--- src/rtl/chain_dma_pkg.sv ---
// Shared constants and types for the linked-descriptor DMA channel.
package chain_dma_pkg;

    // Register byte offsets inside the register window
    localparam logic [7:0] OFF_GCTL = 8'h00;
    localparam logic [7:0] OFF_IEN  = 8'h04;
    localparam logic [7:0] OFF_ISTS = 8'h08;
    localparam logic [7:0] OFF_DPTR = 8'h0C;
    localparam logic [7:0] OFF_CCTL = 8'h20;

    // Bit positions used by software and hardware alike
    localparam int GCTL_EN   = 0;
    localparam int GCTL_SRST = 8;
    localparam int CCTL_RUN  = 7;
    localparam int CCTL_DIR  = 22;

    // Outcome codes reported in channel control bits 3:0
    typedef enum logic [3:0] {
        OC_NONE     = 4'h0,
        OC_UNDER    = 4'h1,
        OC_OVER     = 4'h2,
        OC_DESC_ERR = 4'h3,
        OC_DATA_ERR = 4'h4,
        OC_EARLY    = 4'h5,
        OC_OK       = 4'hF
    } outcome_e;

    // Descriptor walker states
    typedef enum logic [3:0] {
        W_IDLE, W_FD0, W_FD1, W_FD2, W_MRD, W_TXP, W_RXW, W_MWR, W_NEXT
    } walk_state_e;

endpackage

--- src/rtl/chain_dma_regs.sv ---
// Register window of the DMA channel.
// Holds global control, interrupt enable/status, descriptor pointer and
// channel control. Turns a run write into a start pulse for the walker
// and a soft-reset write into an abort pulse. Assumes reads are
// combinational on reg_addr and writes take effect on the clock edge.
module chain_dma_regs
    import chain_dma_pkg::*;
#(
    parameter int ADDR_W = 32,
    parameter int DATA_W = 32
) (
    input  logic              clk,
    input  logic              rst_n,
    input  logic [7:0]        reg_addr,
    input  logic              reg_wen,
    input  logic [DATA_W-1:0] reg_wdata,
    output logic [DATA_W-1:0] reg_rdata,
    input  logic              busy_i,
    input  logic              fin_i,
    input  logic [3:0]        fin_code_i,
    output logic              start_o,
    output logic              abort_o,
    output logic [ADDR_W-1:0] desc_ptr_o,
    output logic              dir_o,
    output logic              irq_o
);

    logic              gctl_en;
    logic              ien_q;
    logic              ists_q;
    logic [ADDR_W-1:0] dptr_q;
    logic              run_q;
    logic              dir_q;
    logic [3:0]        code_q;

    logic wr_gctl, wr_ien, wr_ists, wr_dptr, wr_cctl;

    // Decode write strobes per register
    always_comb begin
        wr_gctl = reg_wen && (reg_addr == OFF_GCTL);
        wr_ien  = reg_wen && (reg_addr == OFF_IEN);
        wr_ists = reg_wen && (reg_addr == OFF_ISTS);
        wr_dptr = reg_wen && (reg_addr == OFF_DPTR);
        wr_cctl = reg_wen && (reg_addr == OFF_CCTL);
    end

    assign abort_o = wr_gctl && reg_wdata[GCTL_SRST];
    assign start_o = wr_cctl && reg_wdata[CCTL_RUN] && gctl_en && !busy_i;

    // Global control: enable bit, cleared by soft reset
    always_ff @(posedge clk) begin
        if (!rst_n)       gctl_en <= 1'b0;
        else if (wr_gctl) gctl_en <= reg_wdata[GCTL_EN] && !reg_wdata[GCTL_SRST];
    end

    // Interrupt enable and descriptor pointer storage
    always_ff @(posedge clk) begin
        if (!rst_n) begin
            ien_q  <= 1'b0;
            dptr_q <= '0;
        end else begin
            if (wr_ien)  ien_q  <= reg_wdata[0];
            if (wr_dptr) dptr_q <= {reg_wdata[ADDR_W-1:2], 2'b00};
        end
    end

    // Interrupt status: set on finish, write-1-to-clear, wiped by abort
    always_ff @(posedge clk) begin
        if (!rst_n)                       ists_q <= 1'b0;
        else if (abort_o)                 ists_q <= 1'b0;
        else if (fin_i)                   ists_q <= 1'b1;
        else if (wr_ists && reg_wdata[0]) ists_q <= 1'b0;
    end

    // Channel control: run, direction and outcome code
    always_ff @(posedge clk) begin
        if (!rst_n || abort_o) begin
            run_q  <= 1'b0;
            dir_q  <= 1'b0;
            code_q <= OC_NONE;
        end else if (fin_i) begin
            run_q  <= 1'b0;
            code_q <= fin_code_i;
        end else if (wr_cctl && !busy_i) begin
            run_q  <= start_o;
            dir_q  <= reg_wdata[CCTL_DIR];
            code_q <= OC_NONE;
        end
    end

    // Read-back multiplexer
    always_comb begin
        reg_rdata = '0;
        case (reg_addr)
            OFF_GCTL: reg_rdata[GCTL_EN] = gctl_en;
            OFF_IEN:  reg_rdata[0] = ien_q;
            OFF_ISTS: reg_rdata[0] = ists_q;
            OFF_DPTR: reg_rdata[ADDR_W-1:0] = dptr_q;
            OFF_CCTL: begin
                reg_rdata[3:0]      = code_q;
                reg_rdata[CCTL_RUN] = run_q;
                reg_rdata[CCTL_DIR] = dir_q;
            end
            default:  reg_rdata = '0;
        endcase
    end

    assign desc_ptr_o = dptr_q;
    assign dir_o      = reg_wdata[CCTL_DIR];
    assign irq_o      = ists_q && ien_q;

    // a finish clears run, latches the code and raises status
    p_finish_flags_r6: assert property (@(posedge clk) disable iff (!rst_n)
        fin_i && !abort_o |=> !run_q && ists_q && (code_q == $past(fin_code_i)));

    // soft reset leaves channel, enable and status clear
    p_abort_clears_r12: assert property (@(posedge clk) disable iff (!rst_n)
        abort_o |=> !run_q && !gctl_en && !ists_q && (code_q == OC_NONE));

endmodule

--- src/rtl/chain_dma_walker.sv ---
// Descriptor walker and data mover.
// Fetches three header words per descriptor, then moves whole words between
// the buffer and the peripheral port in the selected direction, and follows
// the chain until the last flag or an error. Assumes mem_rdata and mem_err
// are valid in the cycle mem_gnt is high. Emits a one-cycle finish pulse
// with the outcome code.
module chain_dma_walker
    import chain_dma_pkg::*;
#(
    parameter int ADDR_W = 32,
    parameter int DATA_W = 32,
    parameter int CNT_W  = 16
) (
    input  logic              clk,
    input  logic              rst_n,
    input  logic              start_i,
    input  logic              abort_i,
    input  logic [ADDR_W-1:0] ptr_i,
    input  logic              dir_i,
    output logic              busy_o,
    output logic              fin_o,
    output logic [3:0]        fin_code_o,
    output logic              mem_req,
    output logic              mem_we,
    output logic [ADDR_W-1:0] mem_addr,
    output logic [DATA_W-1:0] mem_wdata,
    input  logic              mem_gnt,
    input  logic [DATA_W-1:0] mem_rdata,
    input  logic              mem_err,
    output logic              tx_valid,
    output logic [DATA_W-1:0] tx_data,
    input  logic              tx_ready,
    input  logic              rx_valid,
    input  logic [DATA_W-1:0] rx_data,
    input  logic              rx_last,
    output logic              rx_ready
);

    localparam int                WB    = DATA_W / 8;
    localparam logic [ADDR_W-1:0] STEP  = ADDR_W'(WB);
    localparam logic [ADDR_W-1:0] STEP2 = ADDR_W'(2 * WB);
    localparam logic [CNT_W-1:0]  WBC   = CNT_W'(WB);

    walk_state_e       state;
    logic [ADDR_W-1:0] ptr, br, cur;
    logic [CNT_W-1:0]  rem, rem_next;
    logic              endf, dir, last;
    logic [DATA_W-1:0] hold;
    logic              fin_q;
    logic [3:0]        code_q;

    // Bytes left after one more word moves, saturating at zero
    always_comb rem_next = (rem > WBC) ? (rem - WBC) : '0;

    // Walk the chain: fetch, move, branch or finish
    always_ff @(posedge clk) begin
        if (!rst_n) begin
            state  <= W_IDLE;
            ptr    <= '0;
            br     <= '0;
            cur    <= '0;
            rem    <= '0;
            endf   <= 1'b0;
            dir    <= 1'b0;
            last   <= 1'b0;
            hold   <= '0;
            fin_q  <= 1'b0;
            code_q <= OC_NONE;
        end else begin
            fin_q <= 1'b0;
            if (abort_i) begin
                state <= W_IDLE;
            end else begin
                case (state)
                    W_IDLE: if (start_i) begin
                        ptr   <= ptr_i;
                        dir   <= dir_i;
                        state <= W_FD0;
                    end
                    W_FD0: if (mem_gnt) begin
                        if (mem_err) begin
                            fin_q <= 1'b1; code_q <= OC_DESC_ERR; state <= W_IDLE;
                        end else begin
                            rem   <= mem_rdata[CNT_W-1:0];
                            endf  <= mem_rdata[DATA_W-1];
                            state <= W_FD1;
                        end
                    end
                    W_FD1: if (mem_gnt) begin
                        if (mem_err) begin
                            fin_q <= 1'b1; code_q <= OC_DESC_ERR; state <= W_IDLE;
                        end else begin
                            cur   <= {mem_rdata[ADDR_W-1:2], 2'b00};
                            state <= W_FD2;
                        end
                    end
                    W_FD2: if (mem_gnt) begin
                        if (mem_err) begin
                            fin_q <= 1'b1; code_q <= OC_DESC_ERR; state <= W_IDLE;
                        end else begin
                            br <= {mem_rdata[ADDR_W-1:2], 2'b00};
                            if (rem == '0) state <= W_NEXT;
                            else if (dir)  state <= W_RXW;
                            else           state <= W_MRD;
                        end
                    end
                    W_MRD: if (mem_gnt) begin
                        if (mem_err) begin
                            fin_q <= 1'b1; code_q <= OC_DATA_ERR; state <= W_IDLE;
                        end else begin
                            hold  <= mem_rdata;
                            state <= W_TXP;
                        end
                    end
                    W_TXP: if (tx_ready) begin
                        cur   <= cur + STEP;
                        rem   <= rem_next;
                        state <= (rem_next == '0) ? W_NEXT : W_MRD;
                    end
                    W_RXW: if (rx_valid) begin
                        hold  <= rx_data;
                        last  <= rx_last;
                        state <= W_MWR;
                    end
                    W_MWR: if (mem_gnt) begin
                        if (mem_err) begin
                            fin_q <= 1'b1; code_q <= OC_DATA_ERR; state <= W_IDLE;
                        end else begin
                            cur <= cur + STEP;
                            rem <= rem_next;
                            if (rem_next == '0) begin
                                state <= W_NEXT;
                            end else if (last) begin
                                fin_q <= 1'b1; code_q <= OC_EARLY; state <= W_IDLE;
                            end else begin
                                state <= W_RXW;
                            end
                        end
                    end
                    W_NEXT: begin
                        if (endf) begin
                            fin_q <= 1'b1; code_q <= OC_OK; state <= W_IDLE;
                        end else begin
                            ptr   <= br;
                            state <= W_FD0;
                        end
                    end
                    default: state <= W_IDLE;
                endcase
            end
        end
    end

    // Memory port drive derived from the current state
    always_comb begin
        mem_req  = (state == W_FD0) || (state == W_FD1) || (state == W_FD2) ||
                   (state == W_MRD) || (state == W_MWR);
        mem_we   = (state == W_MWR);
        case (state)
            W_FD1:        mem_addr = ptr + STEP;
            W_FD2:        mem_addr = ptr + STEP2;
            W_MRD, W_MWR: mem_addr = cur;
            default:      mem_addr = ptr;
        endcase
        mem_wdata = hold;
    end

    assign tx_valid   = (state == W_TXP);
    assign tx_data    = hold;
    assign rx_ready   = (state == W_RXW);
    assign busy_o     = (state != W_IDLE);
    assign fin_o      = fin_q;
    assign fin_code_o = code_q;

    // an ungranted request holds its address and kind
    p_req_hold_r13: assert property (@(posedge clk) disable iff (!rst_n)
        mem_req && !mem_gnt && !abort_i |=> mem_req && $stable(mem_addr) && $stable(mem_we));

    // an unaccepted transmit word stays put
    p_tx_hold_r13: assert property (@(posedge clk) disable iff (!rst_n)
        tx_valid && !tx_ready && !abort_i |=> tx_valid && $stable(tx_data));

    // only one port is active in any cycle
    p_one_port_r13: assert property (@(posedge clk) disable iff (!rst_n)
        $onehot0({mem_req, tx_valid, rx_ready}));

    // a finish always carries one of the codes the walker can produce
    p_code_legal_r7: assert property (@(posedge clk) disable iff (!rst_n)
        fin_q |-> (code_q == OC_DESC_ERR) || (code_q == OC_DATA_ERR) ||
                  (code_q == OC_EARLY) || (code_q == OC_OK));

endmodule

--- src/rtl/chain_dma.sv ---
// Top of the linked-descriptor DMA channel.
// Joins the register window to the descriptor walker. Assumes a single
// clock domain and a memory port that answers in its grant cycle.
module chain_dma
    import chain_dma_pkg::*;
#(
    parameter int ADDR_W = 32,
    parameter int DATA_W = 32,
    parameter int CNT_W  = 16
) (
    input  logic              clk,
    input  logic              rst_n,
    input  logic [7:0]        reg_addr,
    input  logic              reg_wen,
    input  logic [DATA_W-1:0] reg_wdata,
    output logic [DATA_W-1:0] reg_rdata,
    output logic              mem_req,
    output logic              mem_we,
    output logic [ADDR_W-1:0] mem_addr,
    output logic [DATA_W-1:0] mem_wdata,
    input  logic              mem_gnt,
    input  logic [DATA_W-1:0] mem_rdata,
    input  logic              mem_err,
    output logic              tx_valid,
    output logic [DATA_W-1:0] tx_data,
    input  logic              tx_ready,
    input  logic              rx_valid,
    input  logic [DATA_W-1:0] rx_data,
    input  logic              rx_last,
    output logic              rx_ready,
    output logic              irq
);

    logic              start, abort, dir, walk_busy, fin, busy_any;
    logic [3:0]        fin_code;
    logic [ADDR_W-1:0] ptr;

    // The channel counts as busy until its finish has been recorded
    assign busy_any = walk_busy || fin;

    chain_dma_regs #(.ADDR_W(ADDR_W), .DATA_W(DATA_W)) u_regs (
        .clk(clk), .rst_n(rst_n),
        .reg_addr(reg_addr), .reg_wen(reg_wen), .reg_wdata(reg_wdata),
        .reg_rdata(reg_rdata),
        .busy_i(busy_any), .fin_i(fin), .fin_code_i(fin_code),
        .start_o(start), .abort_o(abort), .desc_ptr_o(ptr), .dir_o(dir),
        .irq_o(irq)
    );

    chain_dma_walker #(.ADDR_W(ADDR_W), .DATA_W(DATA_W), .CNT_W(CNT_W)) u_walk (
        .clk(clk), .rst_n(rst_n),
        .start_i(start), .abort_i(abort), .ptr_i(ptr), .dir_i(dir),
        .busy_o(walk_busy), .fin_o(fin), .fin_code_o(fin_code),
        .mem_req(mem_req), .mem_we(mem_we), .mem_addr(mem_addr),
        .mem_wdata(mem_wdata), .mem_gnt(mem_gnt), .mem_rdata(mem_rdata),
        .mem_err(mem_err),
        .tx_valid(tx_valid), .tx_data(tx_data), .tx_ready(tx_ready),
        .rx_valid(rx_valid), .rx_data(rx_data), .rx_last(rx_last),
        .rx_ready(rx_ready)
    );

endmodule

--- config.mk ---
export PLATFORM = sky130hd
export DESIGN_NAME = chain_dma
export DESIGN_NICKNAME = d
export VERILOG_FILES = /design/src/rtl/chain_dma_pkg.sv /design/src/rtl/chain_dma_regs.sv /design/src/rtl/chain_dma_walker.sv /design/src/rtl/chain_dma.sv
export SDC_FILE = /design/constraint.sdc
export NUM_CORES = 1
export LEC_CHECK = 0
export BUFFER_PORTS_ARGS = -buffer_cell sky130_fd_sc_hd__buf_2
export CAP_MARGIN = 20
export CORE_AREA = 2 2 159 161
export CTS_BUF_LIST = sky130_fd_sc_hd__clkbuf_8
export DETAILED_ROUTE_END_ITERATION = 8
export DIE_AREA = 0 0 161 163
export MAX_ROUTING_LAYER = met4
export PLACE_DENSITY = 0.71
export SETUP_SLACK_MARGIN = 0.05
export SKIP_CTS_REPAIR_TIMING = 1
export SYNTH_ARGS = -nofsm -noshare
export SYNTH_HDL_FRONTEND = slang
export SYNTH_SLANG_ARGS = --single-unit
--- constraint.sdc ---
create_clock -name clk -period 4.3 [get_ports clk]
set_input_delay 1.29 -clock clk [delete_from_list [all_inputs] [get_ports clk]]
set_output_delay 1.29 -clock clk [all_outputs]
set_load 0.01 [all_outputs]
==> run_results.csv <==
group,metric,value,unit
final_layout,utilization,51.75,%
logic_synthesis,synthDistinctLibCells,78,
clock_tree,cts_buffer_depth,2,
worst_setup_path,crit-reg2reg-launch,"u_walk.rem[2]",
logic_synthesis,synth-edff-count,0,
timing,fin_tns_setup,0,ns
final_layout,diodes,0,
timing,timing.fmax,0.2434,GHz
logic_synthesis,ys_warn_count,0,
clock_tree,clock_sinks,189,
final_layout,area_delta_synth_final,15.15,%
final_layout,final_common_cell,"buf_2",
worst_setup_path,arrival,2.82,ns
route,firstDrtPassIters,6,
timing,whs,0.4728,ns
logic_synthesis,syn_inst,1437,
route,drc_errors,0,
clock_tree,clockRootBuffer,"clkbuf_8",
die,row_count,58,
logic_synthesis,ys_seq_area_share,34.12,%
job,timing.max_cap.violations,0,
worst_setup_path,path_cells,"nor2b_1, xnor2_1, or2_2, a211o_1, a21oi_1, nand2_1, buf_2",
timing,setup_viol,0,
worst_setup_path,setup.worst_path.start,"u_walk.state[0]",
worst_setup_path,path_delay_family,"flip-flops",
route,first_iter_violations,1116,
grt,grt-ovfl-total,0,
timing,worst_slew_pin_slew,1.058,ns
die,die_y,163,um
logic_synthesis,async_flop_share,0,%
grt,grt_pass1_wl,54730,um
die,coreArea,24670,um2
clock_tree,cts_tree,"built",
logic_synthesis,avgSynthCellArea,7.716,um2
run_status,status,"finished clean",
grt,grt_max_degree,108,
worst_setup_path,critical-path-max-stage-delay,0.82,ns
placed_design,io_buffers,241,
clock_tree,clk_pin_slew,0.10,ns
timing,final_max_slew_viol_count,0,
worst_setup_path,crit_path_start_kind,"flip-flop",
final_layout,nets,1696,
worst_setup_path,worstSetupPathType,"reg2out",
worst_hold_path,hold_class,"reg2reg",
placed_design,pre_cts_slack,0.06358,ns
final_layout,postLayoutCellArea,12770,um2
grt,grtUsageTotal,26.94,%
timing,fin_crit,4.109,ns
worst_setup_path,crit_buf_inv,1,
route,wirelength,35440,um
grt,first_global_vias,9796,
clock_tree,clkLatencyLatePin,0.48,ns
route,wl_per_cell,18.44,um
die,dieArea,26240,um2
timing,relSlewSlack,29.22,%
power,ir_worst_vdd,0.2015,mV
die,start_util,44.94,%
timing,skew,0.01760,ns
timing,rsz0062_at_grt,"no",
die,die-width,161,um
placed_design,place.gp.congestion,0.9519,
route,ant_nets,0,
clock_tree,cts_buffers,17,
grt,antenna_found_initial,0,
timing,finalWorstSetupSlack,0.1914,ns
worst_setup_path,end_kind,"primary output",
route,num_vias,11280,
logic_synthesis,synth_area,11090,um2
timing,finalHoldViolations,0,
placed_design,dp_hpwl,25950,um
worst_setup_path,crit_slowest_cell,"dfxtp_1",
timing,fin_crit_sh,95.55,%
placed_design,postPlaceCellArea,12320,um2
power,power.leakage,4.860,nW
worst_setup_path,required,3.01,ns
worst_setup_path,path_max_fanout,20,
final_layout,drive_above_1_share,21.80,%
clock_tree,h-tree-depth,4,
die,io_pins,245,
route,drt-vias-per-instance,5.869,
final_layout,layout_common_cells,"buf_2 (241), dfxtp_1 (185), nor2_1 (184)",
worst_hold_path,min_from,"u_regs.desc_ptr_o[20]",
logic_synthesis,ys_ff_latch,189,
power,powerDensity,264.4,nW/um2
logic_synthesis,synth_ff_type,"dfxtp_1",
registers in the layout, summed over array words and instances, names as in the netlist, 4 cells and up:
name               flops
u_walk.cur            30
u_walk.state           4
u_walk.mem_wdata      32
u_walk.rem            16
u_regs.code_q          4
u_walk.br             30
u_walk.ptr            30
u_regs.desc_ptr_o     30
u_walk.fin_code_o      4
report_power, final:
| part | switching, mW | total (mW) | internal, mW |
|---|---|---|---|
| Combinational | 0.212 | 0.338 | 0.125 |
| Sequential | 0.0223 | 1.78 | 1.76 |
| Clock | 0.682 | 1.26 | 0.575 |
| Total | 0.917 | 3.38 | 2.46 |
final timing paths:
kind                            cells after the start                    end  slack (ns)
worst max-delay path                                7            mem_addr[6]        0.19
worst max register to register                      8        u_walk.state[1]        1.43
worst min register to register                      2  u_regs.desc_ptr_o[20]        0.47
worst min-delay path                                2  u_regs.desc_ptr_o[20]        0.47
final cells by class:
cell class	count	area [um2]
Timing Repair Buffer	276	1508
Multi-Input combinational cell	1079	6590
Clock inverter	15	172.7
Sequential cell	189	3789
Inverter	16	62.56
Fill cell	2439	11910
Tap cell	330	412.9
Clock buffer	17	234.0
metal layers:
layer / wire length, um / up-vias / global-route usage [%]
met3: 2682 / 61 / 3.820
li1: - / 5446 / -
met2: 15170 / 514 / 38.94
met5: 0 / - / -
met4: 879 / 0 / 8.807
met1: 16710 / 5260 / 38.62
worst register-to-register path, cell delays in order (launching register included):
cell and delay (ns):
dfxtp_1 0.42, inv_1 0.12, ha_1 0.32, or4b_1 0.41, or3_1 0.32, a211o_1 0.31
a2111oi_4 0.45, o31ai_1 0.18, a22o_1 0.25
synth_stat cells (all sizes together), types with 8 or more instances:
master | number | area, um2
and2 | 35 | 219.0
dfxtp | 189 | 3784
o211ai | 19 | 142.6
and4 | 8 | 70.07
a22oi | 23 | 172.7
buf | 52 | 354.1
nand4 | 22 | 137.6
o31ai | 8 | 60.06
a22o | 11 | 96.34
a21oi | 84 | 420.4
clkbuf | 102 | 382.9
nor4 | 18 | 140.1
o21ai | 76 | 380.4
a211oi | 71 | 538.0
nor2 | 186 | 698.2
nor3 | 23 | 115.1
mux2i | 101 | 1011
a31oi | 20 | 125.1
nand3 | 33 | 165.2
xnor2 | 8 | 70.07
nand2b | 10 | 62.56
and3 | 24 | 150.1
nand3b | 8 | 60.06
inv | 16 | 60.06
or3 | 11 | 71.31
nand2 | 169 | 634.4
per-stage QoR:
stage	instances	power, mW
floorplan	1438	2.003
global route	1922	3.492
detailed placement	1888	2.151
global placement	1887	2.150
finish	1922	3.376
CTS	1920	3.387
logic make-up (layout without fill, tap and decap cells):
group,count (synthesis),count (layout),share of synthesized area (%)
simple gates,579,579,24.96
other cells,1,2,0.03382
mux,101,101,9.118
buf+inv,170,324,7.188
fa+ha+maj,5,5,0.5642
flops,189,189,34.12
compound gates,378,378,22.91
xor+xnor,14,14,1.106
No activity file was read; power rests on OpenSTA's default activity.
